===== config.mk =====
export PLATFORM = sky130hd
export DESIGN_NAME = byte_alu_flags
export DESIGN_NICKNAME = d
export VERILOG_FILES = /design/src/rtl/alu8_pkg.sv /design/src/rtl/alu8_arith.sv /design/src/rtl/alu8_mult.sv /design/src/rtl/alu8_ctrl.sv /design/src/rtl/byte_alu_flags.sv
export SDC_FILE = /design/constraint.sdc
export NUM_CORES = 1
export LEC_CHECK = 0
export ABC_AREA = 1
export CORE_ASPECT_RATIO = 0.5
export CORE_MARGIN = 5
export CORE_UTILIZATION = 52
export DETAILED_ROUTE_END_ITERATION = 8
export GPL_ROUTABILITY_DRIVEN = 0
export PLACE_DENSITY = 0.77
export SLEW_MARGIN = 20
export SYNTH_ARGS = -nofsm -noshare
export SYNTH_HDL_FRONTEND = slang
export SYNTH_SLANG_ARGS = --single-unit

===== constraint.sdc =====
create_clock -name clk -period 2.3 [get_ports clk]
set_input_delay 0.23 -clock clk [delete_from_list [all_inputs] [get_ports clk]]
set_output_delay 0.23 -clock clk [all_outputs]
set_load 0.05 [all_outputs]

===== src/rtl/alu8_pkg.sv =====
package alu8_pkg;

    typedef enum logic [3:0] {
        OP_ADD  = 4'd0,
        OP_ADDC = 4'd1,
        OP_SUBB = 4'd2,
        OP_INC  = 4'd3,
        OP_DEC  = 4'd4,
        OP_AND  = 4'd5,
        OP_OR   = 4'd6,
        OP_XOR  = 4'd7,
        OP_MUL  = 4'd8
    } alu_op_e;

    typedef enum logic [1:0] {
        ST_IDLE = 2'd0,
        ST_MUL  = 2'd1,
        ST_DONE = 2'd2
    } alu_state_e;

    typedef struct packed {
        logic cy;
        logic ac;
        logic ov;
    } alu_flags_t;

endpackage


===== src/rtl/alu8_arith.sv =====
module alu8_arith
    import alu8_pkg::*;
#(
    parameter int WIDTH = 8
) (
    input  logic [3:0]       op_i,
    input  logic [WIDTH-1:0] a_i,
    input  logic [WIDTH-1:0] b_i,
    input  alu_flags_t       flags_i,
    output logic [WIDTH-1:0] res_o,
    output logic [WIDTH-1:0] hi_o,
    output alu_flags_t       flags_o
);
    localparam int HALF = WIDTH / 2;

    logic [WIDTH:0]   cin_ext;
    logic [WIDTH:0]   add_full;
    logic [WIDTH:0]   sub_full;
    logic [WIDTH-1:0] add_res;
    logic [WIDTH-1:0] sub_res;
    logic             use_cin;

    always_comb begin
        use_cin  = (op_i == OP_ADDC) || (op_i == OP_SUBB);
        cin_ext  = {{WIDTH{1'b0}}, (use_cin & flags_i.cy)};
        add_full = {1'b0, a_i} + {1'b0, b_i} + cin_ext;
        sub_full = {1'b0, a_i} - {1'b0, b_i} - cin_ext;
        add_res  = add_full[WIDTH-1:0];
        sub_res  = sub_full[WIDTH-1:0];
    end

    always_comb begin
        res_o   = a_i;
        hi_o    = b_i;
        flags_o = flags_i;
        unique case (op_i)
            OP_ADD, OP_ADDC: begin
                res_o      = add_res;
                flags_o.cy = add_full[WIDTH];
                flags_o.ac = a_i[HALF] ^ b_i[HALF] ^ add_res[HALF];
                flags_o.ov = (a_i[WIDTH-1] == b_i[WIDTH-1]) &&
                             (add_res[WIDTH-1] != a_i[WIDTH-1]);
            end
            OP_SUBB: begin
                res_o      = sub_res;
                flags_o.cy = sub_full[WIDTH];
                flags_o.ac = a_i[HALF] ^ b_i[HALF] ^ sub_res[HALF];
                flags_o.ov = (a_i[WIDTH-1] != b_i[WIDTH-1]) &&
                             (sub_res[WIDTH-1] != a_i[WIDTH-1]);
            end
            OP_INC:  res_o = a_i + {{(WIDTH-1){1'b0}}, 1'b1};
            OP_DEC:  res_o = a_i - {{(WIDTH-1){1'b0}}, 1'b1};
            OP_AND:  res_o = a_i & b_i;
            OP_OR:   res_o = a_i | b_i;
            OP_XOR:  res_o = a_i ^ b_i;
            default: begin
                res_o   = a_i;
                flags_o = flags_i;
            end
        endcase
    end

endmodule


===== src/rtl/alu8_mult.sv =====
module alu8_mult #(
    parameter int WIDTH = 8
) (
    input  logic             clk,
    input  logic             rst_n,
    input  logic             load_i,
    input  logic             step_i,
    input  logic [WIDTH-1:0] mcand_i,
    input  logic [WIDTH-1:0] mplier_i,
    output logic [WIDTH-1:0] hi_next_o,
    output logic [WIDTH-1:0] lo_next_o
);
    logic [WIDTH-1:0] mcand_q;
    logic [WIDTH-1:0] hi_q;
    logic [WIDTH-1:0] lo_q;
    logic [WIDTH-1:0] addend;
    logic [WIDTH:0]   partial;

    always_comb begin
        addend    = lo_q[0] ? mcand_q : '0;
        partial   = {1'b0, hi_q} + {1'b0, addend};
        hi_next_o = partial[WIDTH:1];
        lo_next_o = {partial[0], lo_q[WIDTH-1:1]};
    end

    always_ff @(posedge clk or negedge rst_n) begin
        if (!rst_n) begin
            mcand_q <= '0;
            hi_q    <= '0;
            lo_q    <= '0;
        end else if (load_i) begin
            mcand_q <= mcand_i;
            hi_q    <= '0;
            lo_q    <= mplier_i;
        end else if (step_i) begin
            hi_q    <= hi_next_o;
            lo_q    <= lo_next_o;
        end
    end

    // a fresh multiply starts from a cleared high half and the new multiplier
    p_mul_load_clear_r6: assert property (@(posedge clk) disable iff (!rst_n)
        load_i |=> (hi_q == '0) && (lo_q == $past(mplier_i)));

    // the multiplicand is held for the whole stepping sequence
    p_mcand_hold_r6: assert property (@(posedge clk) disable iff (!rst_n)
        (step_i && !load_i) |=> $stable(mcand_q));

endmodule


===== src/rtl/alu8_ctrl.sv =====
module alu8_ctrl
    import alu8_pkg::*;
#(
    parameter int WIDTH = 8
) (
    input  logic       clk,
    input  logic       rst_n,
    input  logic       start_i,
    input  logic       is_mul_i,
    output alu_state_e state_o,
    output logic       alu_load_o,
    output logic       mul_load_o,
    output logic       mul_step_o,
    output logic       mul_last_o
);
    localparam int CNTW = (WIDTH > 1) ? $clog2(WIDTH) : 1;
    localparam logic [CNTW-1:0] LAST = CNTW'(WIDTH - 1);

    alu_state_e      state_q;
    alu_state_e      state_d;
    logic [CNTW-1:0] cnt_q;

    always_ff @(posedge clk or negedge rst_n) begin
        if (!rst_n) state_q <= ST_IDLE;
        else        state_q <= state_d;
    end

    always_comb begin
        state_d    = state_q;
        alu_load_o = 1'b0;
        mul_load_o = 1'b0;
        mul_step_o = 1'b0;
        mul_last_o = 1'b0;
        unique case (state_q)
            ST_IDLE: begin
                if (start_i) begin
                    if (is_mul_i) begin
                        mul_load_o = 1'b1;
                        state_d    = ST_MUL;
                    end else begin
                        alu_load_o = 1'b1;
                        state_d    = ST_DONE;
                    end
                end
            end
            ST_MUL: begin
                mul_step_o = 1'b1;
                if (cnt_q == LAST) begin
                    mul_last_o = 1'b1;
                    state_d    = ST_DONE;
                end
            end
            ST_DONE: state_d = ST_IDLE;
            default: state_d = ST_IDLE;
        endcase
    end

    always_ff @(posedge clk or negedge rst_n) begin
        if (!rst_n)          cnt_q <= '0;
        else if (mul_load_o) cnt_q <= '0;
        else if (mul_step_o) cnt_q <= cnt_q + {{(CNTW-1){1'b0}}, 1'b1};
    end

    assign state_o = state_q;

    // the completion state lasts one cycle
    p_done_single_r9: assert property (@(posedge clk) disable iff (!rst_n)
        (state_q == ST_DONE) |=> (state_q == ST_IDLE));

    // multiply keeps stepping until its final bit
    p_mul_stays_r9: assert property (@(posedge clk) disable iff (!rst_n)
        (state_q == ST_MUL && cnt_q != LAST) |=> (state_q == ST_MUL));

    // the final step always completes
    p_mul_ends_r9: assert property (@(posedge clk) disable iff (!rst_n)
        (state_q == ST_MUL && cnt_q == LAST) |=> (state_q == ST_DONE));

endmodule


===== src/rtl/byte_alu_flags.sv =====
module byte_alu_flags
    import alu8_pkg::*;
#(
    parameter int WIDTH = 8
) (
    input  logic             clk,
    input  logic             rst_n,
    input  logic             start_i,
    input  logic [3:0]       op_i,
    input  logic [WIDTH-1:0] acc_i,
    input  logic [WIDTH-1:0] opnd_i,
    input  logic             cy_i,
    input  logic             ac_i,
    input  logic             ov_i,
    output logic [WIDTH-1:0] res_o,
    output logic [WIDTH-1:0] hi_o,
    output logic             cy_o,
    output logic             ac_o,
    output logic             ov_o,
    output logic             par_o,
    output logic             busy_o,
    output logic             done_o
);
    alu_state_e       state;
    logic             alu_load;
    logic             mul_load;
    logic             mul_step;
    logic             mul_last;
    logic             is_mul;
    alu_flags_t       in_flags;
    alu_flags_t       ar_flags;
    logic [WIDTH-1:0] ar_res;
    logic [WIDTH-1:0] ar_hi;
    logic [WIDTH-1:0] mul_hi;
    logic [WIDTH-1:0] mul_lo;

    logic [WIDTH-1:0] res_q;
    logic [WIDTH-1:0] hi_q;
    alu_flags_t       flags_q;
    alu_flags_t       keep_q;
    logic [3:0]       op_q;

    assign is_mul   = (op_i == OP_MUL);
    assign in_flags = '{cy: cy_i, ac: ac_i, ov: ov_i};

    alu8_ctrl #(.WIDTH(WIDTH)) u_ctrl (
        .clk        (clk),
        .rst_n      (rst_n),
        .start_i    (start_i),
        .is_mul_i   (is_mul),
        .state_o    (state),
        .alu_load_o (alu_load),
        .mul_load_o (mul_load),
        .mul_step_o (mul_step),
        .mul_last_o (mul_last)
    );

    alu8_arith #(.WIDTH(WIDTH)) u_arith (
        .op_i    (op_i),
        .a_i     (acc_i),
        .b_i     (opnd_i),
        .flags_i (in_flags),
        .res_o   (ar_res),
        .hi_o    (ar_hi),
        .flags_o (ar_flags)
    );

    alu8_mult #(.WIDTH(WIDTH)) u_mult (
        .clk       (clk),
        .rst_n     (rst_n),
        .load_i    (mul_load),
        .step_i    (mul_step),
        .mcand_i   (acc_i),
        .mplier_i  (opnd_i),
        .hi_next_o (mul_hi),
        .lo_next_o (mul_lo)
    );

    always_ff @(posedge clk or negedge rst_n) begin
        if (!rst_n) begin
            res_q   <= '0;
            hi_q    <= '0;
            flags_q <= '0;
            keep_q  <= '0;
            op_q    <= '0;
        end else begin
            if (alu_load || mul_load) begin
                op_q   <= op_i;
                keep_q <= in_flags;
            end
            if (alu_load) begin
                res_q   <= ar_res;
                hi_q    <= ar_hi;
                flags_q <= ar_flags;
            end else if (mul_last) begin
                res_q      <= mul_lo;
                hi_q       <= mul_hi;
                flags_q.cy <= 1'b0;
                flags_q.ac <= keep_q.ac;
                flags_q.ov <= |mul_hi;
            end
        end
    end

    always_comb begin
        res_o  = res_q;
        hi_o   = hi_q;
        cy_o   = flags_q.cy;
        ac_o   = flags_q.ac;
        ov_o   = flags_q.ov;
        par_o  = ^res_q;
        busy_o = (state != ST_IDLE);
        done_o = (state == ST_DONE);
    end

    // multiply flag rules at completion
    p_mul_flags_r6: assert property (@(posedge clk) disable iff (!rst_n)
        (done_o && op_q == OP_MUL) |->
            (!cy_o && (ov_o == (hi_o != '0)) && (ac_o == keep_q.ac)));

    // increment and decrement pass the flags through
    p_incdec_keep_r4: assert property (@(posedge clk) disable iff (!rst_n)
        (done_o && (op_q == OP_INC || op_q == OP_DEC)) |->
            ({cy_o, ac_o, ov_o} == keep_q));

    // logic operations pass the flags through
    p_logic_keep_r5: assert property (@(posedge clk) disable iff (!rst_n)
        (done_o && (op_q == OP_AND || op_q == OP_OR || op_q == OP_XOR)) |->
            ({cy_o, ac_o, ov_o} == keep_q));

    // reserved codes pass the flags through
    p_reserved_keep_r11: assert property (@(posedge clk) disable iff (!rst_n)
        (done_o && op_q > 4'd8) |-> ({cy_o, ac_o, ov_o} == keep_q));

    // a running operation's code cannot be replaced
    p_op_frozen_r10: assert property (@(posedge clk) disable iff (!rst_n)
        busy_o |=> $stable(op_q));

endmodule


======== Word level (Yosys, flattened, before mapping) ========
Index checks and enable logic that the tools add are counted.
storage, ports and cells
  flip-flop bits (word level) ............. 49
  output and inout port bits .............. 22
  word-level logic and storage cells ...... 84
cells by class
  add/subtract/negate cells ............... 8
  equality and inequality tests ........... 17
  multiplexer cells ....................... 28
  bitwise logic cells ..................... 7
  reduce and logical (&&, ||, !) cells .... 13
operator list
  operator                                                            number
  8-bit 2-to-1 mux                                                    9
  8-bit case mux with 7 select lines                                  1
  8-bit by 8-bit adder with 9-bit output                              2
  4-bit by 3-bit == test with 1-bit output, second input constant     4
  3-bit 2-to-1 mux                                                    4
  9-bit by 1-bit adder with 9-bit output                              1
  1-bit 2-to-1 mux                                                    9
  8-bit by 8-bit subtractor with 9-bit output                         1
  9-bit by 1-bit subtractor with 9-bit output                         1
  8-bit by 1-bit adder with 8-bit output, second input constant       1
  8-bit AND                                                           1
  4-bit by 2-bit == test with 1-bit output, second input constant     2
  8-bit bitwise OR                                                    1
  8-bit OR reduction                                                  1
  8-bit XOR reduction                                                 1
  8-bit by 1-bit subtractor with 8-bit output, second input constant  1
  8-bit bitwise XOR                                                   1
  2-bit 2-to-1 mux                                                    3
  3-bit case mux with 2 select lines                                  1
  2-bit nonzero test                                                  3
  4-bit by 1-bit == test with 1-bit output, second input constant     1
  4-bit == test, second input constant                                1
  4-bit logical NOT                                                   1
  2-bit case mux with 2 select lines                                  1
  other kinds (15)                                                    21

======== Logic depth before layout (Yosys ltp) ========
Gate-level depths: netlist of the first run.
  depth in word-level cells ............... 8
  mapped depth ............................ 17

======== Hierarchy ========
Synthesis of the first run repeated with hierarchy kept, for this count alone.
second synthesis, totals
  cells, all modules ...................... 728
  area total of the unflattened synthesis .. 4883.4 um2
modules (own cells, without submodules)
  module          times used  cells an instance  area an instance (um2)  sequential area each (um2)
  alu8_arith      1           370                2040.7                  0.0
  alu8_mult       1           171                1466.4                  600.6
  byte_alu_flags  1           155                1121.1                  500.5
  alu8_ctrl       1           32                 255.2                   125.1

======== Worst setup path after synthesis of the first run ========
Ideal clock, no wire load.
  kind .................................... input to register
  start point ............................. input op_i[3]
  end point ............................... register flags_q (netlist bit ac_o)
  arrival ................................. 2330 ps
  setup slack ............................. -153 ps
  stages on the path ...................... 16
  path buffers ............................ 0
  cells stage by stage .................... nor2_1 > nand2_1 > nor3_1 > inv_1 > fa_1 > fa_1 > nor2_2 > o21ai_0 > nand2_1 > nand3_2 > nand2_1 > nand2_1 > nand2_1 > nand2_1 > nand2_1 > a21oi_1
between the ends
  cells in the longest elaborated chain, start to end .. 7
RTL lines
  what                                                                                                   line                                RTL
  start: declaration                                                                                     byte_alu_flags.sv:9                 input logic [3:0] op_i,
  4-bit by 1-bit == test with 1-bit output or 4-bit by 2-bit == test with 1-bit output (tied branches)   alu8_arith.sv:24, alu8_arith.sv:36
  1-bit logical OR                                                                                       alu8_arith.sv:24                    use_cin = (op_i == OP_ADDC) || (op_i == OP_SUBB);
  1-bit AND                                                                                              alu8_arith.sv:25                    cin_ext = {{WIDTH{1'b0}}, (use_cin & flags_i.cy)};
  9-bit by 1-bit subtractor with 9-bit output or 9-bit by 1-bit adder with 9-bit output (tied branches)  alu8_arith.sv:27, alu8_arith.sv:26
  1-bit bitwise XOR (on tied branches)                                                                   alu8_arith.sv:47, alu8_arith.sv:40
  3-bit case mux with 2 select lines                                                                     alu8_arith.sv:36                    unique case (op_i)
  3-bit 2-to-1 mux                                                                                       byte_alu_flags.sv:91                if (alu_load) begin
  end signal: assignment                                                                                 byte_alu_flags.sv:94                flags_q <= ar_flags;
  end: declaration                                                                                       byte_alu_flags.sv:39                alu_flags_t flags_q;
Parallel ways exist; a longest one is shown, timed or not.
A chain may end at the register's enable or synchronous reset.

======== Final worst setup path of the first run ========
  start point ............................. input op_i[0]
  end point ............................... register res_q[5], in the netlist res_o[5]
between the ends
  cells in the longest elaborated chain, start to end .. 6
RTL lines
  what                                                                                                   line                                RTL
  4-bit by 1-bit == test with 1-bit output or 4-bit by 2-bit == test with 1-bit output (tied branches)   alu8_arith.sv:24, alu8_arith.sv:36
  1-bit logical OR                                                                                       alu8_arith.sv:24
  1-bit AND                                                                                              alu8_arith.sv:25
  9-bit by 1-bit subtractor with 9-bit output or 9-bit by 1-bit adder with 9-bit output (tied branches)  alu8_arith.sv:27, alu8_arith.sv:26
  8-bit case mux with 7 select lines                                                                     alu8_arith.sv:36
  8-bit 2-to-1 mux                                                                                       byte_alu_flags.sv:91
  end signal: assignment                                                                                 byte_alu_flags.sv:92                res_q <= ar_res;
  end signal: assignment                                                                                 byte_alu_flags.sv:96                res_q <= mul_lo;
  end: declaration                                                                                       byte_alu_flags.sv:37                logic [WIDTH-1:0] res_q;
Parallel ways exist; a longest one is shown, timed or not.

==> impl_results.md, run 1 <==
* Total number of vias at ~4,800
* All-Layer GR Usage at between 20% and 30%
* Yosys reg bits at just under 50
* Post-route antenna net violation count at 0
* Final wirelength at ~14 mm
* Die X at roughly 140 microns
* Fmax at roughly 0.45 GHz
* Number of global-route vias before repair at roughly 4,500
* Total CTS buffers at 5
* Most frequent cell after synthesis: nand2_1
* Pin count of the biggest net entering global routing at 29
* Post-synth EDFFs at 0
* Bufs on Longest Clock Path at 2
* Final Setup Violations at 0
* Synth top area share at between 20 and 30%
* FP Rows at 23
* Post-route DRC at 0
* Final layout net count at 828
* Root Buffer: clkbuf_16
* CP required at around 2.5 ns
* Slew headroom at 59.20%
* Hold crit path type: in -> reg
* Detailed Route Iter0 Violations at 602
* Worst Setup Path Type: in -> reg
* Fill cells at about 640
* Leak Pwr at 3.144 nW
* Cell variety after synth at 36
* Grt met2 use at between 40% and 50%
* Met1 usage at 36.39%
* Post-synth top area cell: dfrtp_1
* Port-buffer cells at 47
* Endpoints failing hold at 0
* Grt met3 use at between 3 and 4%
* Slew Limit Fails at 0
* GR peak layer: met2
* Initial DRT Pass Iterations at 5
* Synth Warn # at 0
* Ports at 48
* Slew @ Worst Pin at a little over 0.6 ns
* Worst R2R Setup Slack at 0.13 ns
* Starting Density at a little over half
* Cells after DPL at approximately 850
* Die area at 10,540 sq um
* Max-cap violations at 0
* Post-Synthesis Cells at ~630
* Commonest register cell after synthesis: dfrtp_1
* Critical path arrival at approximately 2.4 ns
* Post-route design area at 5899 sq um
* Tmin final at 2.209 ns
* Status: completed
* CTS tree: yes
* Mapped Nets at 705
* Sequential share of the synthesized area at 27.79%
* Mapped Area at roughly 4400 sq um
* Worst-path fanout max at 3
* GRT overflow at 0
* Layout cell share with drive strength beyond 1 at about a fifth
* Drt via density at between 5 and 6
* Placed Area at roughly 5500 sq um
* Hpwl dp at between 10 and 15 mm
* Synth-to-layout area growth at 33.72%
* Skew-Pair Late Insertion Delay at between 0.2 and 0.3 ns
* H-Tree Level Count at 2
* Avg Cell Area, Syn at 7.036 sq um
* Final TNS setup at 0 ns
* Core region area at between 8000 and 9000 sq um
* Clk sinks at between 40 and 50
* Inserted Diodes at 0
* Synth cell count leaders: nand2_1 (181), inv_1 (99), dfrtp_1 (49), nand3_1 (48), ha_1 (46)
* Worst Clk Skew at 0.002250 ns
* Pwr Density at approximately 730 nW/um^2
* Synth async-reset ratio at 100.0%
* Initial antenna violation count at 0
* Clock transition at path regs at approximately 0.06 ns
* First-pass GRT wire length at approximately 22 mm
* Worst VDD drop at ~0.43 mV
* Die height at around 75 microns
* Nature of the critical path startpoint: primary input
* Overall Power at around 4.3 mW
* Worst Setup End Kind: flop
* Top post-synthesis cells by area: dfrtp_1 (28%), nand2_1 (15%), ha_1 (13%)
* Final period utilization at between 90 and 100%
* Routed length per placed instance at between 15 and 20 microns
* Fin cells at around 860
## final timing paths
check | endpoint | from | cells after the start
worst max-delay path | res_o[5] | op_i[0] | 16
worst min-delay path | res_o[3] | op_i[3] | 5
worst min register to register | u_mult.mcand_q[7] | u_mult.mcand_q[7] | 2
worst max register to register | ov_o | u_mult.lo_q[0] | 12
max in group asynchronous | u_ctrl.cnt_q[0] | rst_n | 3
min in group asynchronous | ov_o | rst_n | 2
## metal layers
| metal | up-vias | wire [microns] |
|---|---|---|
| li1 | 2301 | - |
| met1 | 2242 | 6252 |
| met2 | 224 | 6166 |
| met3 | 30 | 1131 |
| met4 | 0 | 279 |
| met5 | - | 0 |
## kinds of logic after synthesis
kind of cell / synth area share [%]
xor gates and xnor gates: 2.184
and+or+nand+nor: 29.64
DFF: 27.79
AOI/OAI and AO/OA: 13.84
adders and majority gates: 15.77
buffers and inverters: 10.78
## state kept, by name, indices dropped and copies added, names as in the netlist
signal and flops:
hi_o 8, res_o 8, u_mult.hi_q 8, u_mult.lo_q 8
u_mult.mcand_q 8, u_ctrl.cnt_q 3, u_ctrl.state_o 2, ac_o 1
cy_o 1, keep_q 1, ov_o 1
## critical path, cell delays in order
cell	delay (ns)
clkbuf_2	0.14
nand2_1	0.09
nand2_2	0.11
nor3_4	0.05
buf_4	0.13
fa_2	0.58
inv_2	0.04
ha_2	0.17
o21ai_2	0.15
nand2_2	0.11
nand2_2	0.08
nand3_1	0.06
nand3_1	0.09
nand4_1	0.14
nand2_1	0.14
a21oi_2	0.06
## what timing repair did
item / in CTS / in global routing
setup endpoints to repair: 10 / 11
pin swaps: 20 / 22
endpoints found under the hold margin: 26 / 0
resized for setup: 26 / 44
hold buffers: 1 / 0
buffers inserted: 5 / 3
## through the flow
stage	util, %	hold WS (ns)	worst slack (ns)
3_5_place_dp	67.51	0.2749	-0.5374
4_1_cts	70.58	0.4868	0.0002494
2_1_floorplan	-	-0.06559	0.03519
5_1_grt	72.44	0.5038	-0.01716
6_report	72.44	0.4822	0.09075
3_3_place_gp	67.51	0.2724	-0.4490
## layout by cell type, fill, tap and decap left out, types with 10 or more instances in the layout
| master | count |
|---|---|
| a21oi_1 | 23 |
| buf_4 | 76 |
| clkdlybuf4s50_1 | 37 |
| dfrtp_1 | 49 |
| ha_1 | 40 |
| inv_1 | 96 |
| nand2_1 | 175 |
| nand2_2 | 11 |
| nand3_1 | 40 |
| nand3_2 | 10 |
| nand4_1 | 19 |
| nor2_1 | 30 |
| o21ai_0 | 27 |
| o221ai_1 | 14 |
## where the power goes
part           switching (mW)  internal, mW
logic                    1.39         0.885
registers               0.167          1.11
clock network           0.303         0.427
## cell type report
class | count | area [sq um] | area share (%)
clock buffer | 7 | 142.6 | 2.418
multi-input combinational | 461 | 2915 | 49.42
tap | 112 | 140.1 | 2.375
timing repair buffer | 126 | 1065 | 18.05
sequential | 49 | 1226 | 20.78
inverter | 107 | 410.4 | 6.957
Note: power is estimated with default switching activity, not from simulation.
==> run 2: changes to the inputs <==
CORE_UTILIZATION = 60   (was 52)
PLACE_DENSITY = 0.84   (was 0.77)
clock period = 2.7 ns   (was 2.3 ns; I/O delays follow)
==> impl_results.md, run 2 (synthesis gave the netlist of run 1 again) <==
* Slew @ Worst Pin at between 0.7 and 0.8 ns
* Hold crit path type: in -> async
* Max-cap violations at 0
* Crit-path cells: clkdlybuf4s50_1 -> inv_1 -> nor3_4 -> buf_4 -> fa_1 -> ha_2 -> o21ai_2 -> nand2_2 -> nand2_2 -> nand2_1 -> nand2_1 -> nand3_1 -> nand3_1 -> nand3_1 -> nand3_1 -> nand2_1
* Worst Setup End Kind: flop
* Footprint of the multi-input gates at roughly 2800 sq um
* Unrepaired setup endpoints after global routing: no
* Layout cell share with drive strength beyond 1 at 11.57%
* Initial DRT Pass Iterations at 7
* Port-buffer cells at 47
* Pin count of the biggest net entering global routing at 37
* Bufs on Longest Clock Path at 2
* Total CTS buffers at 5
* Skew-Pair Late Insertion Delay at a little under 0.3 ns
* Synth-to-layout area growth at 23.60%
* Final Setup Violations at 0
* Ports at 48
* Status: completed
* Worst R2R Setup Slack at 0.30 ns
* Routed length per placed instance at ~16 microns
* GRT overflow at 0
* Worst Clk Skew at around 0.0034 ns
* Critical path's largest stage delay at roughly 0.5 ns
* Worst VDD drop at between 0.4 and 0.5 mV
* Leak Pwr at about 3.0 nW
* Pre-CTS setup slack at -0.4113 ns
* Tmin final at ~2.5 ns
* Worst path top cell family by delay: simple AND/OR/NAND/NOR gates
* CTS Hold Bufs at 0
* Fill cells at approximately 570
* Critical path arrival at roughly 2.7 ns
* Root Buffer: clkbuf_16
* Worst path slowest cell: clkdlybuf4s50_1
* Nature of the critical path startpoint: primary input
* Most used cell, CP: nand3_1
* Total number of vias at ~4,700
* Slew headroom at roughly 48%
* Post-route antenna net violation count at 0
* Final core occ at approximately three quarters
* Pwr Density at 657.7 nW/um^2
* Final wirelength at roughly 13 mm
* Clk sinks at 49
* CTS tree: yes
* Die area at 9272 sq um
* First-pass GRT wire length at 21.57 mm
* Hpwl dp at ~10 mm
* Crit path launch: cy_i
* Final period utilization at 94.03%
* Worst R2R Start: u_mult.lo_q[0]
* Core region area at just over 7000 sq um
* Commonest non-fill, non-tap cells in the layout: nand2_1 (178), inv_1 (97), dfrtp_1 (49)
* Worst-path fanout max at 4
* Fin worst setup slack at roughly 0.16 ns
* Most common cell after layout, fill and taps aside: nand2_1
* Initial antenna violation count at 0
* Sequential cell area at 1226 sq um
* Final layout net count at approximately 800
* Overall Power at roughly 3.6 mW
* Detailed Route Iter0 Violations at between 500 and 600
* Drt via density at around 5.8
* Slew Limit Fails at 0
* All-Layer GR Usage at about 28%
* Worst Setup Path Type: in -> reg
* CP required at 2.88 ns
* Die height at about 71 microns
* Post-route DRC at 0
* Number of global-route vias before repair at around 4,500
* Die X at roughly 130 microns
* Clock transition at path regs at 0.06 ns
* # Post-CTS Setup Buffers at 0
* H-Tree Level Count at 2
* Endpoints failing hold at 0
* WP buf/inv at 3
* FP Rows at 22
* Fmax at ~0.4 GHz
* Inserted Diodes at 0
* Starting Density at between 60 and 70%
run 2: final timing paths:
kind | endpoint | depth (start not counted)
max in group asynchronous | hi_o[0] | 2
worst max-delay path | ov_o | 16
worst min-delay path | u_mult.lo_q[2] | 1
worst max register to register | ov_o | 12
worst min register to register | cy_o | 2
min in group clk | cy_o | 2
run 2: layout make-up:
class | count | area share, %
Clock buffer | 7 | 2.616
Clock inverter | 1 | 0.5507
Inverter | 107 | 7.526
Multi-Input combinational cell | 461 | 50.57
Sequential cell | 49 | 22.49
Tap cell | 96 | 2.203
Timing Repair Buffer | 84 | 14.04
run 2: metal layers:
metal / vias up / part of all wire (%) / track usage [%]
li1: 2227 / - / -
met4: 0 / 2.3 / 9.464
met1: 2215 / 45 / 40.12
met3: 29 / 7.7 / 2.912
met2: 201 / 45 / 45.00
met5: - / 0 / 0
run 2: report_power, final:
group,total (mW),internal (mW),switching [mW]
Sequential,1.08,0.942,0.139
Clock,0.736,0.463,0.273
Combinational,1.77,0.645,1.12
Total,3.59,2.05,1.54
run 2: timing repair:
item,CTS,global route
setup endpoints to repair,8,10
gates resized for setup,2,19
pin swaps,0,11
run 2: metrics by stage:
stage / hold WS, ns / area [sq um] / cells / TNS [ns]
2_1_floorplan: -0.02559 / 4412 / 627 / 0
3_3_place_gp: 0.4075 / 5223 / 797 / -2.801
3_5_place_dp: 0.3897 / 5223 / 797 / -3.407
4_1_cts: 0.08721 / 5406 / 805 / 0
5_1_grt: 0.1289 / 5453 / 805 / 0
6_report: 0.05728 / 5453 / 805 / 0
